<file path="src/rtl/tirq_pkg.sv">
package tirq_pkg;
  // Register byte offsets
  localparam int OFS_FLAG     = 'h00;
  localparam int OFS_FLAG_CLR = 'h04;
  localparam int OFS_MASK     = 'h08;
  localparam int OFS_MASK_SET = 'h0C;
  localparam int OFS_MASK_CLR = 'h10;

  // Build variants for the parent line grouping
  localparam int VARIANT_TWO_SOLO  = 0;
  localparam int VARIANT_ONE_SOLO  = 1;

  localparam int NUM_LINES = 3;

  // Sources that own a private line
  localparam int SOLO_A0 = 0;
  localparam int SOLO_A1 = 1;
  localparam int SOLO_B  = 5;

  typedef struct packed {
    logic flag_clr;
    logic mask_set;
    logic mask_clr;
  } wr_sel_t;
endpackage

</file>
<file path="src/rtl/tirq_regbus.sv">
module tirq_regbus #(
  parameter int ADDR_W = 5,
  parameter int DATA_W = 32
) (
  input  logic              clk,
  input  logic              rst,
  input  logic              wr_en,
  input  logic              rd_en,
  input  logic [ADDR_W-1:0] addr,
  input  logic [DATA_W-1:0] wdata,
  input  logic [DATA_W-1:0] flags,
  input  logic [DATA_W-1:0] mask,
  output logic [DATA_W-1:0] flag_clr,
  output logic [DATA_W-1:0] mask_set,
  output logic [DATA_W-1:0] mask_clr,
  output logic [DATA_W-1:0] rdata
);
  import tirq_pkg::*;

  localparam logic [ADDR_W-1:0] A_FLAG  = ADDR_W'(OFS_FLAG);
  localparam logic [ADDR_W-1:0] A_FCLR  = ADDR_W'(OFS_FLAG_CLR);
  localparam logic [ADDR_W-1:0] A_MASK  = ADDR_W'(OFS_MASK);
  localparam logic [ADDR_W-1:0] A_MSET  = ADDR_W'(OFS_MASK_SET);
  localparam logic [ADDR_W-1:0] A_MCLR  = ADDR_W'(OFS_MASK_CLR);

  wr_sel_t sel;

  always_comb begin
    sel.flag_clr = wr_en && (addr == A_FCLR);
    sel.mask_set = wr_en && (addr == A_MSET);
    sel.mask_clr = wr_en && (addr == A_MCLR);
  end

  assign flag_clr = sel.flag_clr ? wdata : '0;
  assign mask_set = sel.mask_set ? wdata : '0;
  assign mask_clr = sel.mask_clr ? wdata : '0;

  always_ff @(posedge clk) begin
    if (rst) begin
      rdata <= '0;
    end else if (rd_en) begin
      case (addr)
        A_FLAG:  rdata <= flags;
        A_MASK:  rdata <= mask;
        default: rdata <= '0;
      endcase
    end
  end


  wo_read_zero_chk: assert property (@(posedge clk) disable iff (rst)
    (rd_en && addr != A_FLAG && addr != A_MASK) |=> (rdata == '0));


  flag_read_chk: assert property (@(posedge clk) disable iff (rst)
    (rd_en && addr == A_FLAG) |=> (rdata == $past(flags)));
endmodule

</file>
<file path="src/rtl/tirq_flag_bank.sv">
module tirq_flag_bank #(
  parameter int NUM_SRC = 32
) (
  input  logic               clk,
  input  logic               rst,
  input  logic [NUM_SRC-1:0] src_evt,
  input  logic [NUM_SRC-1:0] flag_clr,
  input  logic [NUM_SRC-1:0] mask_set,
  input  logic [NUM_SRC-1:0] mask_clr,
  output logic [NUM_SRC-1:0] flags,
  output logic [NUM_SRC-1:0] mask,
  output logic [NUM_SRC-1:0] pend
);
  for (genvar i = 0; i < NUM_SRC; i++) begin : g_bit
    always_ff @(posedge clk) begin
      if (rst) begin
        flags[i] <= 1'b0;
        mask[i]  <= 1'b1;
      end else begin
        // an event in the same cycle overrides a clear
        flags[i] <= src_evt[i] | (flags[i] & ~flag_clr[i]);
        mask[i]  <= (mask[i] | mask_set[i]) & ~mask_clr[i];
      end
    end
  end

  assign pend = flags & ~mask;


  reset_state_chk: assert property (@(posedge clk) disable iff (rst)
    $past(rst) |-> (flags == '0 && mask == '1));


  flag_clear_chk: assert property (@(posedge clk) disable iff (rst)
    (|flag_clr) |=> ((flags & $past(flag_clr & ~src_evt)) == '0));


  set_wins_chk: assert property (@(posedge clk) disable iff (rst)
    (|src_evt) |=> ((flags & $past(src_evt)) == $past(src_evt)));


  mask_set_chk: assert property (@(posedge clk) disable iff (rst)
    (|mask_set) |=> ((mask & $past(mask_set)) == $past(mask_set)));


  mask_clr_chk: assert property (@(posedge clk) disable iff (rst)
    (|mask_clr) |=> ((mask & $past(mask_clr)) == '0));
endmodule

</file>
<file path="src/rtl/tirq_line_router.sv">
module tirq_line_router #(
  parameter int NUM_SRC = 32,
  parameter int VARIANT = 0
) (
  input  logic                           clk,
  input  logic                           rst,
  input  logic [NUM_SRC-1:0]             pend,
  output logic [tirq_pkg::NUM_LINES-1:0] irq
);
  import tirq_pkg::*;

  function automatic logic [NUM_SRC-1:0] group_of(input int line);
    logic [NUM_SRC-1:0] g;
    g = '0;
    for (int s = 0; s < NUM_SRC; s++) begin
      if (VARIANT == VARIANT_ONE_SOLO) begin
        if (line == 0) g[s] = (s == SOLO_B);
        if (line == 1) g[s] = (s != SOLO_B);
      end else begin
        if (line == 0) g[s] = (s == SOLO_A0);
        if (line == 1) g[s] = (s == SOLO_A1);
        if (line == 2) g[s] = (s != SOLO_A0) && (s != SOLO_A1);
      end
    end
    return g;
  endfunction

  for (genvar l = 0; l < NUM_LINES; l++) begin : g_line
    localparam logic [NUM_SRC-1:0] GRP = group_of(l);
    if (GRP == '0) begin : g_unused
      assign irq[l] = 1'b0;
    end else begin : g_used
      always_ff @(posedge clk) begin
        if (rst) irq[l] <= 1'b0;
        else     irq[l] <= |(pend & GRP);
      end
    end
  end


  no_spurious_line_chk: assert property (@(posedge clk) disable iff (rst)
    (|irq) |-> $past(|pend));
endmodule

</file>
<file path="src/rtl/tirq_ctrl.sv">
module tirq_ctrl #(
  parameter int NUM_SRC = 32,
  parameter int ADDR_W  = 5,
  parameter int VARIANT = 0
) (
  input  logic               clk,
  input  logic               rst,
  input  logic [NUM_SRC-1:0] src_evt_i,
  input  logic               bus_wr_i,
  input  logic               bus_rd_i,
  input  logic [ADDR_W-1:0]  bus_addr_i,
  input  logic [NUM_SRC-1:0] bus_wdata_i,
  output logic [NUM_SRC-1:0] bus_rdata_o,
  output logic [2:0]         irq_o
);
  logic [NUM_SRC-1:0] flags, mask, pend;
  logic [NUM_SRC-1:0] flag_clr, mask_set, mask_clr;

  tirq_regbus #(.ADDR_W(ADDR_W), .DATA_W(NUM_SRC)) u_regbus (
    .clk(clk), .rst(rst),
    .wr_en(bus_wr_i), .rd_en(bus_rd_i), .addr(bus_addr_i), .wdata(bus_wdata_i),
    .flags(flags), .mask(mask),
    .flag_clr(flag_clr), .mask_set(mask_set), .mask_clr(mask_clr),
    .rdata(bus_rdata_o)
  );

  tirq_flag_bank #(.NUM_SRC(NUM_SRC)) u_bank (
    .clk(clk), .rst(rst), .src_evt(src_evt_i),
    .flag_clr(flag_clr), .mask_set(mask_set), .mask_clr(mask_clr),
    .flags(flags), .mask(mask), .pend(pend)
  );

  tirq_line_router #(.NUM_SRC(NUM_SRC), .VARIANT(VARIANT)) u_router (
    .clk(clk), .rst(rst), .pend(pend), .irq(irq_o)
  );


  reset_out_chk: assert property (@(posedge clk) disable iff (rst)
    $past(rst) |-> (irq_o == 3'b000 && bus_rdata_o == '0));
endmodule

</file>
<file path="config.mk">
export PLATFORM = sky130hd
export DESIGN_NAME = tirq_ctrl
export DESIGN_NICKNAME = d
export VERILOG_FILES = /design/src/rtl/tirq_pkg.sv /design/src/rtl/tirq_regbus.sv /design/src/rtl/tirq_flag_bank.sv /design/src/rtl/tirq_line_router.sv /design/src/rtl/tirq_ctrl.sv
export SDC_FILE = /design/constraint.sdc
export NUM_CORES = 1
export LEC_CHECK = 0
export ABC_AREA = 0
export ABC_CLOCK_PERIOD_IN_PS = 1800
export CORE_MARGIN = 5
export CORE_UTILIZATION = 40
export CTS_CLUSTER_DIAMETER = 200
export DETAILED_ROUTE_END_ITERATION = 7
export GPL_ROUTABILITY_DRIVEN = 0
export GPL_TIMING_DRIVEN = 1
export PLACE_DENSITY = 0.67
export SYNTH_ARGS = -nofsm -noshare
export SYNTH_HDL_FRONTEND = slang
export SYNTH_SLANG_ARGS = --single-unit
</file>
<file path="constraint.sdc">
create_clock -name clk -period 1.8 [get_ports clk]
set_clock_uncertainty 0.2 [all_clocks]
set_input_delay 0.18 -clock clk [delete_from_list [all_inputs] [get_ports clk]]
set_output_delay 0.18 -clock clk [all_outputs]
set_load 0.01 [all_outputs]
</file>
== Word-level counts from Yosys, hierarchy flattened ==
Cells that the tools add are included.

* Register bits: 99
* Word-level logic and storage cells: 275

* Equal/unequal tests: 4
* Multiplexer cells: 4
* Bitwise operators: 194
* Reduce and logical (&&, ||, !) cells: 5

{| class="wikitable"
|+ Operators by type and width
! kind !! number
|-
| $mux W32 || 3
|-
| $and A1 B1 Y1 || 64
|-
| $not A1 Y1 || 64
|-
| $or A1 B1 Y1 || 64
|-
| $pmux W32 S2 || 1
|-
| $and A32 B32 Y32 || 1
|-
| $not A32 Y32 || 1
|-
| $reduce_or A30 Y1 || 1
|-
| $eq A5 B4 Y1 const B || 2
|-
| $eq A5 B3 Y1 const B || 1
|-
| $eq A5 B5 Y1 const B || 1
|-
| $logic_not A5 Y1 || 1
|-
| $logic_and A1 B1 Y1 || 3
|}

== Depth between registers and ports, before layout ==
* Depth after elaboration: 6
* Gate-level depth with buffers: 6
* Depth with buffers taken out: 4

== By module ==
Synthesis repeated with hierarchy kept, for this count alone.

* Cells, all modules: 574
* Area, all modules: 4857.2 µm²

{| class="wikitable"
|+ Modules (own cells, without submodules)
! module !! times used !! cells an instance !! area each (µm²) !! sequential area each (µm²)
|-
| tirq_flag_bank || 1 || 263 || 2401.1 || 1281.2
|-
| tirq_regbus || 1 || 296 || 2311.0 || 640.6
|-
| tirq_line_router || 1 || 15 || 145.1 || 60.1
|}

== Worst setup path after synthesis ==
No wires, ideal clock.

* Kind: input -> register
* From: in bus_addr_i[4]
* To: reg u_regbus.rdata[0]
* Library setup time: 0.081 ns
* Arrival time: 1.317 ns
* Slack: 0.202 ns
* Stages on the path: 5
* Buffers on the path: 1
* Cell sequence: or3_4 -> nor3b_4 -> buf_6 -> a22oi_2 -> a211oi_2

* Cells in the longest elaborated chain, start to end: 2
* Elaborated cells on any way between the ends: 3
* Classes of those cells: 1 x eq/ne; 1 x mux; 1 x reduce/logical

{| class="wikitable"
|+ RTL lines
! item !! line !! source
|-
| start: declaration || tirq_ctrl.sv:11 || <nowiki>input logic [ADDR_W-1:0] bus_addr_i,</nowiki>
|-
| $eq A5 B4 Y1 / $logic_not A5 Y1 (equally long branches) || tirq_regbus.sv:42 || <nowiki>case (addr)</nowiki>
|-
| $pmux W32 S2 (*) || tirq_regbus.sv:42 ||
|-
| end signal: assignment || tirq_regbus.sv:43 || <nowiki>A_FLAG: rdata <= flags;</nowiki>
|-
| end signal: assignment || tirq_regbus.sv:44 || <nowiki>A_MASK: rdata <= mask;</nowiki>
|-
| end: declaration || tirq_regbus.sv:16 || <nowiki>output logic [DATA_W-1:0] rdata</nowiki>
|}

Every way passes the cells marked *; elsewhere a longest branch is shown, timed or not.
A chain may end at the register's enable or synchronous reset.

== Worst setup path after layout ==
* From: reg u_regbus.rdata[7]
* To: out bus_rdata_o[7]

{| class="wikitable"
|+ RTL lines
! item !! line !! source
|-
| end: declaration || tirq_ctrl.sv:13 || <nowiki>output logic [NUM_SRC-1:0] bus_rdata_o,</nowiki>
|}

No word-level cell between the ends.

==> summary.md <==
| Metric | Value |
|---|---|
| DP Wirelength | 8.310 mm |
| CTS Buf Count | 9 |
| Pwr/cell area | 762.9 mW/mm^2 |
| Post-Synthesis Cells | 452 |
| Finished Cell Area | 0.006015 sq mm |
| Vias in the first global route | 3926 |
| Rows | 38 |
| Yosys reg bits | 99 |
| Synthesized area | 0.004363 sq mm |
| 1st-iter DRT viols | 181 |
| Root Driver | clkbuf_8 |
| Worst-path cell chain | clkdlybuf4s50_1 |
| Area Growth Syn to Fin | 37.85% |
| Clk sinks | 99 |
| Largest cells by area after synthesis | dfxtp_1 (45%), a211oi_2 (8.6%), a22oi_2 (8.6%), a311oi_1 (6.4%), a211oi_1 (5.9%) |
| Crit path launch type | register |
| YS warnings | 0 |
| Syn Nets | 525 |
| Asr flop ratio synth | 0% |
| Compound-cell area share of the yosys netlist | 36.45% |
| Max VDD drop | 0.0005063 V |
| XOR/XNOR Fraction of Synth Area | 0% |
| DIE AREA | 0.01310 sq mm |
| First-pass DRT Iterations | 4 |
| CP max stage cell | clkdlybuf4s50_1 |
| Switching Share | 24.86% |
| Starting Density | 40.60% |
| Fmax | 0.5879 GHz |
| Internal | 3448 uW |
| Via count | 3793 |
| Tot GR Track Use | 18.93% |
| Tmin final | 1.701 ns |
| Sequential Power Share | 51.5% |
| Post-synthesis simple-gate area fraction | 9.349% |
| Total I/O pin count | 108 |
| Via density | 5.419 |
| Outcome | finished clean |
| Syn Area/Cell | 9.653 sq um |
| Die width | 114.4 microns |
| Total grt overflow | 0 |
| Final WL | 12.20 mm |
| CTS clock-pin slew for the worst setup and hold paths | 0.10 ns |
| Combinational share of power | 13.6% |
| Worst Max-Slew Pin Slew | 0.3554 ns |
| CP Buf/Inv Count | 1 |
| Max-cap violations | 0 |
| Fin. max-slew vios | 0 |
| First-pass GRT wire length | 19.64 mm |
| Count of final hold-check violations | 0 |
| # port buffers | 107 |
| Worst slack, placed | -0.4453 ns |
| Most frequent cells after synthesis | dfxtp_1 (99), nor2_1 (66), inv_1 (54) |
| Initial antenna violation count | 0 |
| CP peak stage delay | 0.56 ns |
| Pleak | 0.002175 uW |
| Area of the core | 0.01075 sq mm |
| Die Y | 114.4 microns |
| CP delay by family, top | buffers and inverters |
| Yosys cell types | 25 |
| Crit-path max FO | 2 |
| Mux cell area share after synthesis | 0% |
| Period utilisation layout | 94.50% |
| CP required | 1.42 ns |
| Endpoints failing setup | 0 |
| Crit. End Element | output port |
| CTS Hold Buffers Added | 0 |
| Top_reg_cell synth | dfxtp_1 |
| RSZ-0062 raised after global routing | no |
| Psw | 1141 uW |
| Clock share of power | 34.9% |
| Cell accounting for the most synthesized area | dfxtp_1 |
| Final net count | 628 |
| Post-synth EDFFs | 0 |
| Adder-cell share of the synthesized area | 0% |
| Placed inst area | 0.005643 sq mm |
| Largest family of logic cells by synthesized area | compound AO/OA/AOI/OAI gates |
| Post-synth top area share | 45.43% |
| Count leader, synth | dfxtp_1 |
| Crit Path Class | reg -> out |
| WL/cell | 17.43 microns |
| Post-DRT Antenna Nets | 0 |
| # diodes | 0 |
| Share of layout cells above drive strength 1 | 18.75% |
| Min-Delay Path Class | in -> reg |
| Largest net degree at the start of global routing | 65 |
| Seq/Total Area, Yosys | 45.43% |
| CTS tree | yes |
| H-Tree Depth | 3 |
| Slew headroom | 76.31% |
| Clock Latency Late Sink | 0.37 ns |
| WP data arrival | 1.32 ns |
| Max Root-Sink Buffers | 2 |
| Final WS setup | 0.09899 ns |
| DRC viols | 0 |
cell usage in the layout, fill, tap and decap left out, types with 10 or more instances in the layout:
master	count
buf_4	10
dfxtp_1	99
a311oi_1	32
a211oi_1	34
clkbuf_8	10
a22oi_2	30
nor2_1	65
inv_1	54
a211oi_2	30
clkdlybuf4s50_1	102
buf_12	11
a31oi_1	33
path summary, 6_finish.rpt:
check                           slack [ns]  cells past startpoint               from                  to
worst max-delay path                   0.1                      1  u_regbus.rdata[7]      bus_rdata_o[7]
worst min-delay path                  0.03                      2                rst  u_regbus.rdata[24]
worst max register to register        0.30                      5     u_bank.mask[4]     u_router.irq[2]
worst min register to register        0.30                      1     u_bank.mask[0]     u_router.irq[0]
per-stage QoR:
| step | hold slack (ns) | cells | util [%] | setup TNS [ns] | total power (uW) |
|---|---|---|---|---|---|
| final | 0.02595 | 700 | 55.97 | 0 | 4588 |
| after global routing | 0.03340 | 700 | 55.97 | 0 | 4769 |
| after CTS | 0.01104 | 694 | 54.97 | 0 | 4622 |
| after detailed placement | 0.2849 | 676 | 52.52 | -20.35 | 3032 |
| after global placement | 0.2765 | 676 | 52.52 | -16.50 | 3014 |
| after floorplan | 0.08781 | 452 | - | 0 | 2670 |
sequential cells by signal, summed over array words and instances (netlist names):
register        cells
u_router.irq        3
u_bank.mask        32
u_regbus.rdata     32
u_bank.flags       32
logic make-up after synthesis:
logic type             count (synthesis)
AND/OR/NAND/NOR                       88
AO/OA/AOI/OAI                        173
flip-flops                            99
buffers and inverters                 92
cell type report:
| type | count | area [sq um] |
|---|---|---|
| Fill cell | 990 | 4731 |
| Multi-Input combinational cell | 261 | 2007 |
| Sequential cell | 99 | 1982 |
| Timing Repair Buffer | 130 | 1423 |
| Inverter | 54 | 202.7 |
| Tap cell | 140 | 175.2 |
| Clock buffer | 10 | 137.6 |
| Clock inverter | 6 | 87.58 |
per-layer routing:
metal	track usage, %	part of all wire (%)	vias up
met5	0	0	-
met1	23.87	44	1790
met4	7.205	1.5	0
met2	32.48	50	102
met3	2.907	4.6	13
li1	-	-	1888
power by group through the flow:
stage | Combinational, uW | Clock (uW) | Sequential (uW)
after global placement | 603 | 0 | 2410
final | 624 | 1600 | 2360
after floorplan | 256 | 0 | 2410
after global routing | 681 | 1710 | 2380
after CTS | 623 | 1630 | 2360
after detailed placement | 617 | 0 | 2410
worst register-to-register path, stage by stage, from the launching register on:
cell,delay (ns)
dfxtp_1,0.37
nand2b_1,0.16
o2111ai_1,0.13
nor4_1,0.30
buf_4,0.16
a31oi_1,0.06
repair_timing:
item | CTS | global route
pin swaps | 2 | 4
setup buffers | 1 | 5
cloned | 1 | 1
endpoints found under the setup margin | 2 | 17
resized for setup | 2 | 3
Note: power is estimated with default switching activity, not from simulation.
